<file path="config.mk">
export PLATFORM = sky130hd
export DESIGN_NAME = pio_bank_ctrl
export DESIGN_NICKNAME = d
export VERILOG_FILES = /design/src/rtl/pio_pkg.sv /design/src/rtl/pio_field_reg.sv /design/src/rtl/pio_pad_mux.sv /design/src/rtl/pio_bank_ctrl.sv
export SDC_FILE = /design/constraint.sdc
export NUM_CORES = 1
export LEC_CHECK = 0
export CAP_MARGIN = 20
export CORE_MARGIN = 2
export CORE_UTILIZATION = 54
export DETAILED_ROUTE_END_ITERATION = 16
export GPL_TIMING_DRIVEN = 0
export PLACE_DENSITY = 0.92
export RECOVER_POWER = 50
export SLEW_MARGIN = 20
export SYNTH_ARGS = -nofsm -noshare
export SYNTH_HDL_FRONTEND = slang
export SYNTH_HIERARCHICAL = 1
export SYNTH_SLANG_ARGS = --single-unit
export TNS_END_PERCENT = 50
</file>
<file path="constraint.sdc">
create_clock -name clk -period 3.9 [get_ports clk]
set_input_delay 0.78 -clock clk [delete_from_list [all_inputs] [get_ports clk]]
set_output_delay 0.78 -clock clk [all_outputs]
set_load 0.01 [all_outputs]
</file>
<file path="src/rtl/pio_pkg.sv">
package pio_pkg;
    localparam int PIN_COUNT   = 32;
    localparam int ADDR_W      = 5;
    localparam int FIELD_COUNT = 6;

    // Field index; address of a field: set 3f, clear 3f+1, status 3f+2
    localparam int F_OWN  = 0;
    localparam int F_SELB = 1;
    localparam int F_DOUT = 2;
    localparam int F_OE   = 3;
    localparam int F_PU   = 4;
    localparam int F_OD   = 5;

    localparam int LEVEL_WORD = 3 * FIELD_COUNT;

    function automatic int set_word(input int f);
        return 3 * f;
    endfunction

    function automatic int clr_word(input int f);
        return 3 * f + 1;
    endfunction

    function automatic int stat_word(input int f);
        return 3 * f + 2;
    endfunction
endpackage

</file>
<file path="src/rtl/pio_field_reg.sv">
module pio_field_reg #(
    parameter int            WIDTH = 32,
    parameter logic [WIDTH-1:0] RST_VAL = '0
) (
    input  logic             clk,
    input  logic             rst_n,
    input  logic             set_en,
    input  logic             clr_en,
    input  logic [WIDTH-1:0] wdata,
    output logic [WIDTH-1:0] q
);
    typedef struct packed {
        logic [WIDTH-1:0] bits;
    } field_state_t;

    field_state_t st_d, st_q;

    always_comb begin
        st_d = st_q;
        if (set_en) st_d.bits = st_q.bits | wdata;
        if (clr_en) st_d.bits = st_d.bits & ~wdata;
    end

    always_ff @(posedge clk) begin
        if (!rst_n) st_q.bits <= RST_VAL;
        else        st_q <= st_d;
    end

    assign q = st_q.bits;

    AST_SET_ONES: assert property (@(posedge clk) disable iff (!rst_n)
        (set_en && !clr_en) |=> ((q & $past(wdata)) == $past(wdata))) else $error("set failed");
    AST_CLR_ONES: assert property (@(posedge clk) disable iff (!rst_n)
        (clr_en && !set_en) |=> ((q & $past(wdata)) == '0)) else $error("clear failed");
    AST_ZERO_BITS_KEEP: assert property (@(posedge clk) disable iff (!rst_n)
        (set_en || clr_en) |=> ((q & ~$past(wdata)) == ($past(q) & ~$past(wdata)))) else $error("zero bit changed");
    AST_IDLE_STABLE: assert property (@(posedge clk) disable iff (!rst_n)
        (!set_en && !clr_en) |=> $stable(q)) else $error("field moved without write");
endmodule

</file>
<file path="src/rtl/pio_pad_mux.sv">
module pio_pad_mux #(
    parameter int N = 32
) (
    input  logic [N-1:0] own,
    input  logic [N-1:0] selb,
    input  logic [N-1:0] dout,
    input  logic [N-1:0] oe,
    input  logic [N-1:0] od,
    input  logic [N-1:0] pa_out,
    input  logic [N-1:0] pa_oe,
    input  logic [N-1:0] pb_out,
    input  logic [N-1:0] pb_oe,
    output logic [N-1:0] pad_out,
    output logic [N-1:0] pad_oe
);
    for (genvar i = 0; i < N; i++) begin : g_pin
        logic src_out, src_oe;

        always_comb begin
            if (own[i]) begin
                src_out = dout[i];
                src_oe  = oe[i];
            end else if (selb[i]) begin
                src_out = pb_out[i];
                src_oe  = pb_oe[i];
            end else begin
                src_out = pa_out[i];
                src_oe  = pa_oe[i];
            end
            if (od[i]) begin
                pad_out[i] = 1'b0;
                pad_oe[i]  = src_oe & ~src_out;
            end else begin
                pad_out[i] = src_out;
                pad_oe[i]  = src_oe;
            end
        end
    end
endmodule

</file>
<file path="src/rtl/pio_bank_ctrl.sv">
module pio_bank_ctrl
    import pio_pkg::*;
#(
    parameter int NPIN = PIN_COUNT,
    parameter int AW   = ADDR_W
) (
    input  logic            clk,
    input  logic            rst_n,
    input  logic            bus_wr,
    input  logic            bus_rd,
    input  logic [AW-1:0]   bus_addr,
    input  logic [NPIN-1:0] bus_wdata,
    output logic [NPIN-1:0] bus_rdata,
    input  logic [NPIN-1:0] pa_out,
    input  logic [NPIN-1:0] pa_oe,
    input  logic [NPIN-1:0] pb_out,
    input  logic [NPIN-1:0] pb_oe,
    input  logic [NPIN-1:0] pad_in,
    output logic [NPIN-1:0] pad_out,
    output logic [NPIN-1:0] pad_oe,
    output logic [NPIN-1:0] pad_pu
);
    logic [NPIN-1:0] field_q [FIELD_COUNT];

    for (genvar f = 0; f < FIELD_COUNT; f++) begin : g_field
        localparam logic [NPIN-1:0] RST =
            (f == F_OWN || f == F_PU) ? {NPIN{1'b1}} : {NPIN{1'b0}};
        logic hit_set, hit_clr;
        assign hit_set = bus_wr && (bus_addr == AW'(set_word(f)));
        assign hit_clr = bus_wr && (bus_addr == AW'(clr_word(f)));

        pio_field_reg #(.WIDTH(NPIN), .RST_VAL(RST)) u_field (
            .clk    (clk),
            .rst_n  (rst_n),
            .set_en (hit_set),
            .clr_en (hit_clr),
            .wdata  (bus_wdata),
            .q      (field_q[f])
        );
    end

    pio_pad_mux #(.N(NPIN)) u_mux (
        .own     (field_q[F_OWN]),
        .selb    (field_q[F_SELB]),
        .dout    (field_q[F_DOUT]),
        .oe      (field_q[F_OE]),
        .od      (field_q[F_OD]),
        .pa_out  (pa_out),
        .pa_oe   (pa_oe),
        .pb_out  (pb_out),
        .pb_oe   (pb_oe),
        .pad_out (pad_out),
        .pad_oe  (pad_oe)
    );

    assign pad_pu = field_q[F_PU];

    typedef struct packed {
        logic [NPIN-1:0] rdata;
    } rd_state_t;

    rd_state_t rd_d, rd_q;
    logic [NPIN-1:0] rd_sel;

    always_comb begin
        rd_sel = '0;
        for (int f = 0; f < FIELD_COUNT; f++) begin
            if (bus_addr == AW'(stat_word(f))) rd_sel = field_q[f];
        end
        if (bus_addr == AW'(LEVEL_WORD)) rd_sel = pad_in;
        rd_d = rd_q;
        if (bus_rd) rd_d.rdata = rd_sel;
    end

    always_ff @(posedge clk) begin
        if (!rst_n) rd_q <= '0;
        else        rd_q <= rd_d;
    end

    assign bus_rdata = rd_q.rdata;

    AST_OD_NEVER_HIGH: assert property (@(posedge clk) disable iff (!rst_n)
        ((field_q[F_OD] & pad_oe & pad_out) == '0)) else $error("open-drain drove high");
    AST_OWNED_OE: assert property (@(posedge clk) disable iff (!rst_n)
        ((pad_oe & field_q[F_OWN] & ~field_q[F_OD]) ==
         (field_q[F_OE] & field_q[F_OWN] & ~field_q[F_OD]))) else $error("owned pin enable wrong");
    AST_STROBE_READ_ZERO: assert property (@(posedge clk) disable iff (!rst_n)
        (bus_rd && (bus_addr > AW'(LEVEL_WORD))) |=> (bus_rdata == '0)) else $error("unmapped read nonzero");
    AST_RDATA_HOLD: assert property (@(posedge clk) disable iff (!rst_n)
        !bus_rd |=> $stable(bus_rdata)) else $error("read data moved");
endmodule

</file>
Word level (Yosys, flattened, before mapping)
Index checks and enable logic that the tools add are counted.
{"block": "op_classes", "bitwise_logic": 77, "muxes": 211, "n_eq_ne": 18, "reduce_logical": 13}
{"op": "$mux 32", "n": 19}
{"op": "$and 32x32->32", "n": 6}
{"op": "$mux 1", "n": 192}
{"op": "$or 32x32->32", "n": 6}
{"op": "$eq 5x4->1 const B", "n": 8}
{"op": "$and 1x1->1", "n": 32}
{"op": "$not 1->1", "n": 32}
{"op": "$not 32->32", "n": 1}
{"op": "$eq 5x3->1 const B", "n": 4}
{"op": "$eq 5x5->1 const B", "n": 3}
{"op": "$logic_and 1x1->1", "n": 12}
{"op": "$eq 5x2->1 const B", "n": 2}
{"op": "$eq 5x1->1 const B", "n": 1}
{"op": "$logic_not 5->1", "n": 1}
{"block": "totals", "regBits": 224, "out_inout_bits": 128, "in_bits": 201}

Depth between registers and ports, before layout
Gate-level depths: netlist of run 1.
{"block": "depth", "word_depth": 8, "mapped_depth": 9, "ltp_nobuf": 5}

Cells and area by module
The synthesis of run 1 kept the hierarchy.
{"mod": "pio_field_reg at g_field[1].u_field ...", "area_per_inst_um2": 1271.2, "seq_area_each_um2": 640.6, "cells_per_inst": 106, "instances": 4}
{"mod": "pio_bank_ctrl", "area_per_inst_um2": 3667.3, "seq_area_each_um2": 640.6, "cells_per_inst": 566, "instances": 1}
{"mod": "pio_field_reg at g_field[0].u_field ...", "area_per_inst_um2": 1229.9, "seq_area_each_um2": 640.6, "cells_per_inst": 137, "instances": 2}
{"mod": "pio_pad_mux", "area_per_inst_um2": 1841.8, "seq_area_each_um2": 0.0, "cells_per_inst": 224, "instances": 1}

Least setup slack after synthesis of run 1
OpenSTA, ideal clock, no wires.
{"block": "synth_timing", "kind": "input to register", "from": "in bus_addr[0]", "to": "reg g_field[5].u_field.st_q, in the netlist g_field[5].u_field/q[10]", "setup_ns": 0.130, "path_stages": 6, "slack_ns": 1.298, "arrival_time_ns": 2.472, "cell_sequence": "buf_2 or2_2 clkbuf_1 nor4b_1 buf_2 a211oi_2"}
{"element": "start: declaration", "line_no": "pio_bank_ctrl.sv:11", "source": "input logic [AW-1:0] bus_addr,"}
{"element": "$eq 5x5->1", "line_no": "pio_bank_ctrl.sv:30", "source": "assign hit_clr = bus_wr && (bus_addr == AW'(clr_word(f)));"}
{"element": "$logic_and 1x1->1", "line_no": "pio_bank_ctrl.sv:30"}
{"element": "named net g_field[5].hit_clr", "line_no": "pio_bank_ctrl.sv:28", "source": "logic hit_set, hit_clr;"}
{"element": "$mux 32", "line_no": "pio_field_reg.sv:21", "source": "if (clr_en) st_d.bits = st_d.bits & ~wdata;"}
{"element": "end signal: assignment", "line_no": "pio_field_reg.sv:26", "source": "else st_q <= st_d;"}
{"element": "end: declaration", "line_no": "pio_field_reg.sv:16", "source": "field_state_t st_d, st_q;"}
The timed path passes the listed nets, and every way through them passes these cells.
A chain may end at the register's enable or synchronous reset.

Worst setup path in the final report of run 1
{"block": "layout_timing", "from": "in bus_addr[2]", "to": "reg g_field[5].u_field.st_q, in the netlist g_field[5].u_field/q[5]"}
{"block": "layout_via", "elab_chain_len": 5}
{"element": "$eq 5x4->1 (*)", "line_no": "pio_bank_ctrl.sv:29", "source": "assign hit_set = bus_wr && (bus_addr == AW'(set_word(f)));"}
{"element": "$logic_and 1x1->1 (*)", "line_no": "pio_bank_ctrl.sv:29"}
{"element": "named net g_field[5].hit_set", "line_no": "pio_bank_ctrl.sv:28"}
{"element": "$mux 32 (*)", "line_no": "pio_field_reg.sv:20", "source": "if (set_en) st_d.bits = st_q.bits | wdata;"}
{"element": "$and 32x32->32", "line_no": "pio_field_reg.sv:21"}
{"element": "$mux 32 (*)", "line_no": "pio_field_reg.sv:21"}
The timed path passes the listed nets; every way through them passes the cells marked *.

==> impl_metrics.xml, run 1 <==
<?xml version="1.0" encoding="UTF-8"?>
<metrics>
  <group name="yosys">
    <metric name="synth.most_common_cell" unit="">a21oi_1</metric>
    <metric name="yosysTopAreaCell" unit="">dfxtp_1</metric>
    <metric name="muxShareOfSynthArea" unit="%">5.21</metric>
    <metric name="synth_common_cells" unit="">279 x a21oi_1, 224 x dfxtp_1, 120 x a211oi_2</metric>
    <metric name="synth.yosys.seq_area_share" unit="%">34.4</metric>
    <metric name="synth-xor-area-share" unit="%">0</metric>
    <metric name="syn-instance-count" unit="">1488</metric>
    <metric name="synthesis.yosys.warnings" unit="">6</metric>
    <metric name="synth_async_sr_flop_share" unit="%">0</metric>
    <metric name="synth_area" unit="µm²">13100</metric>
    <metric name="netlist_top_cells_area" unit="">dfxtp_1 34%, a211oi_2 12%, a21oi_1 11%</metric>
    <metric name="synth_flop_cell" unit="">dfxtp_1</metric>
    <metric name="synth_compound_gate_area_share" unit="%">39.8</metric>
    <metric name="post_synth_and_or_nand_nor_area_fraction" unit="%">14.3</metric>
    <metric name="avgSynthCellArea" unit="µm²">8.77</metric>
    <metric name="synth.top_cell.area_share" unit="%">34.4</metric>
    <metric name="syn-num-nets" unit="">1689</metric>
    <metric name="synth_cell_types" unit="">55</metric>
    <metric name="synth.ff_latch_count" unit="">224</metric>
    <metric name="dominant_combinational_cell_family_by_area_after_synthesis" unit="">compound AO/OA/AOI/OAI gates</metric>
    <metric name="post_synthesis_adder_cell_area_fraction" unit="%">0</metric>
    <metric name="synth_enable_flop_cells" unit="">0</metric>
  </group>
  <group name="detailed_routing">
    <metric name="first_pass_iters" unit="">9</metric>
    <metric name="via_count" unit="">14900</metric>
    <metric name="drc" unit="">0</metric>
    <metric name="drt_iter0_markers" unit="">2282</metric>
    <metric name="route.detailed.wl_per_inst" unit="µm">25.2</metric>
    <metric name="drt-total-wl" unit="mm">54.8</metric>
    <metric name="drtAntennaViolNets" unit="">0</metric>
    <metric name="route.detailed.vias_per_inst" unit="">6.84</metric>
  </group>
  <group name="sta">
    <metric name="slew_viol_final" unit="">0</metric>
    <metric name="hold_violations" unit="">0</metric>
    <metric name="timing.slew.headroom" unit="%">29.9</metric>
    <metric name="worst_clock_skew" unit="ns">0.00834</metric>
    <metric name="max_freq" unit="MHz">273</metric>
    <metric name="final.period_utilization" unit="%">93.9</metric>
    <metric name="final_setup_fails" unit="">0</metric>
    <metric name="grt_setup_unrepaired" unit="">no</metric>
    <metric name="finalWorstSetupSlack" unit="ns">0.236</metric>
    <metric name="period_needed" unit="ns">3.66</metric>
    <metric name="worst-slew-pin-transition" unit="ns">1.05</metric>
  </group>
  <group name="critical_path">
    <metric name="crit_path_start" unit="">bus_addr[2]</metric>
    <metric name="critical_path.startpoint_type" unit="">input port</metric>
    <metric name="worst-setup-path-type" unit="">in -&gt; reg</metric>
    <metric name="r2r.worst_path.cells" unit="">4</metric>
    <metric name="reg2reg_slack" unit="ns">2.50</metric>
    <metric name="critPathTopFamily" unit="">buffers and inverters</metric>
    <metric name="path_cells" unit="">dlygate4sd3_1 &gt; buf_2 &gt; clkbuf_1 &gt; nand3_1 &gt; nor2_1 &gt; clkbuf_1 &gt; a21oi_1 &gt; a211oi_2</metric>
    <metric name="worst_ep_required_time" unit="ns">4.34</metric>
    <metric name="worst-path-stages" unit="">8</metric>
    <metric name="critical_path.max_fanout" unit="">10</metric>
    <metric name="worst_r2r_endpoint" unit="">bus_rdata[28]</metric>
    <metric name="timing.rr.start" unit="">g_field[3].u_field/q[28]</metric>
    <metric name="critPathBufInv" unit="">4</metric>
    <metric name="setup.worst_path.end" unit="">g_field[5].u_field/q[5]</metric>
    <metric name="cp.arrival" unit="ns">4.10</metric>
    <metric name="max_stage_delay" unit="ns">0.73</metric>
    <metric name="cell_with_the_largest_stage_delay_on_the_worst_path" unit="">dlygate4sd3_1</metric>
    <metric name="critical_path.most_common_cell" unit="">clkbuf_1</metric>
    <metric name="setup.worst_path.end_class" unit="">flop</metric>
  </group>
  <group name="clock_network">
    <metric name="ctsResizeCount" unit="">0</metric>
    <metric name="ctsLongestPathBuffers" unit="">3</metric>
    <metric name="number_of_buffers_created_by_cts" unit="">24</metric>
    <metric name="worst_skew_pair.late_latency" unit="ns">0.54</metric>
    <metric name="post-cts-setup-buffer-count" unit="">0</metric>
    <metric name="hold_buffers" unit="">0</metric>
    <metric name="cts_tree" unit="">yes</metric>
    <metric name="cts_max_level" unit="">1</metric>
    <metric name="clock-root-buffer" unit="">clkbuf_16</metric>
    <metric name="clock_sink_count" unit="">224</metric>
    <metric name="clkSlewWorstSetupHoldPaths" unit="ns">0.06</metric>
  </group>
  <group name="cells_and_area">
    <metric name="layoutNonFillerInstCount" unit="">2179</metric>
    <metric name="areaGrowthSynthToFinish" unit="%">33.9</metric>
    <metric name="final_layout_size_suffix_gt1_share" unit="%">15.0</metric>
    <metric name="finalNetCount" unit="">2042</metric>
  </group>
  <group name="place">
    <metric name="portBuffers" unit="">327</metric>
    <metric name="place_inst" unit="">2134</metric>
    <metric name="gp_congestion" unit="">1.02</metric>
    <metric name="dpl_worst_slack" unit="ns">0.0231</metric>
    <metric name="place.detailed.hpwl" unit="mm">38.5</metric>
  </group>
  <group name="global_routing">
    <metric name="grt_usage" unit="%">40.5</metric>
    <metric name="vias_in_the_first_global_route" unit="">14500</metric>
    <metric name="grt_max_degree" unit="">21</metric>
    <metric name="grt_first_pass_wirelength" unit="mm">81.6</metric>
    <metric name="globalRoute.totalOverflow" unit="">0</metric>
    <metric name="antenna_violations_before_repair" unit="">3</metric>
  </group>
  <group name="run_status">
    <metric name="result_of_the_run" unit="">finished clean</metric>
  </group>
  <group name="floorplanning">
    <metric name="top_level_i_o_count" unit="">329</metric>
    <metric name="floorplan.die_area" unit="µm²">25400</metric>
    <metric name="rows" unit="">56</metric>
    <metric name="floorplan.initialDensity" unit="%">55.3</metric>
    <metric name="fp.coreArea" unit="µm²">23600</metric>
    <metric name="die_x" unit="µm">159</metric>
    <metric name="die_h" unit="µm">159</metric>
  </group>
  <group name="run">
    <metric name="cap_viol_max_count" unit="">0</metric>
  </group>
  <group name="power_and_ir_drop">
    <metric name="power-per-cell-area" unit="nW/µm²">317</metric>
    <metric name="static-leakage-power" unit="nW">6.52</metric>
    <metric name="vdd.ir_drop.worst" unit="mV">0.268</metric>
  </group>
  <group name="worst_hold_path">
    <metric name="worst_hold_path_type" unit="">reg -&gt; reg</metric>
  </group>
</metrics>
## worst min path at each step
stage / from / endpoint / slack, ns / cells after the start
3_3_place_gp: bus_rdata[24] / bus_rdata[24] / 0.46 / 2
6_report: bus_rdata[24] / bus_rdata[24] / 0.48 / 2
2_1_floorplan: g_field[2].u_field/q[29] / g_field[2].u_field/q[29] / 0.49 / 2
3_5_place_dp: bus_rdata[24] / bus_rdata[24] / 0.46 / 2
5_1_grt: bus_rdata[8] / bus_rdata[8] / 0.52 / 2
4_1_cts: bus_rdata[24] / bus_rdata[24] / 0.48 / 2
## worst reg2reg max path, delay by kind of cell (launching register included)
kind	cells	cell delay [ns]
compound gates	4	0.91
flops	1	0.41
## power breakdown
part | switching (mW) | internal (mW)
sequential | 0.0284 | 2.31
combinational | 0.433 | 0.346
clock | 0.987 | 1.43
total | 1.45 | 4.10
## flip-flops by register name (all words and copies together), names as in the netlist
signal	flops
g_field.u_field/q	192
bus_rdata	32
## cells by family (layout without fill, tap and decap cells)
kind of cell	Yosys count	in the layout
AO/OA/AOI/OAI	736	736
buffers and inverters	144	515
flip-flops	224	224
multiplexers	64	64
other	0	1
AND/OR/NAND/NOR	320	320
## routing by layer
layer / vias to the layer above / wire length, µm / part of all wire, % / GRT usage, %
met2: 1307 / 24200 / 44 / 63.7
li1: 6334 / - / - / -
met3: 347 / 7200 / 13 / 10.6
met4: 2 / 3750 / 6.8 / 24.5
met1: 6911 / 19600 / 36 / 49.7
met5: - / 13 / 0.024 / 0
## metrics by stage
stage	cell area [µm²]	hold slack, ns	power, mW	utilization (%)	TNS [ns]
after floorplan	13100	0.491	2.70	-	0
after global placement	16700	0.456	3.13	70.8	-0.723
after detailed placement	16700	0.463	3.15	70.9	0
after CTS	17600	0.475	5.52	74.4	0
after global routing	17500	0.516	5.65	74.0	0
final	17500	0.476	5.54	74.0	0
## placed cells by master (no fill, tap or decap), drive strengths merged, types with 2 or more instances in the layout
cell type	netlist	final
nor2b	39	39
nand3	45	45
clkinv	0	6
a31oi	34	34
nor2	51	51
a211oi	147	147
buf	79	67
inv	25	26
a21oi	283	283
a22o	4	4
dfxtp	224	224
nor3	6	6
nor3b	4	4
mux2	32	32
mux2i	32	32
nand2	28	28
a21o	7	7
clkbuf	40	86
o22ai	20	20
o21ai	157	157
a22oi	5	5
and3	2	2
dlygate4sd3	0	76
nand2b	39	39
a221o	4	4
a211o	32	32
o32a	5	5
and3b	34	34
o221ai	7	7
a2111oi	19	19
or3	2	2
clkdlybuf4s50	0	251
a221oi	8	8
and2	66	66
bufinv	0	3
## final cells by class
class / count / area [µm²]
clock inverter: 10 / 144
timing repair buffer: 327 / 3270
clock buffer: 34 / 688
sequential: 224 / 4480
tap: 319 / 399
buffer: 119 / 679
multi-input combinational: 1120 / 7720
antenna: 1 / 2.50
fill: 1744 / 6130
inverter: 25 / 93.8
(Power assumes the default switching activity.)
==> run 2: changes to the inputs <==
Settings changed: CAP_MARGIN 20 to 10.
==> results of run 2 <==
Same layout as run 1: the final DEF is identical, and so are final timing and power.
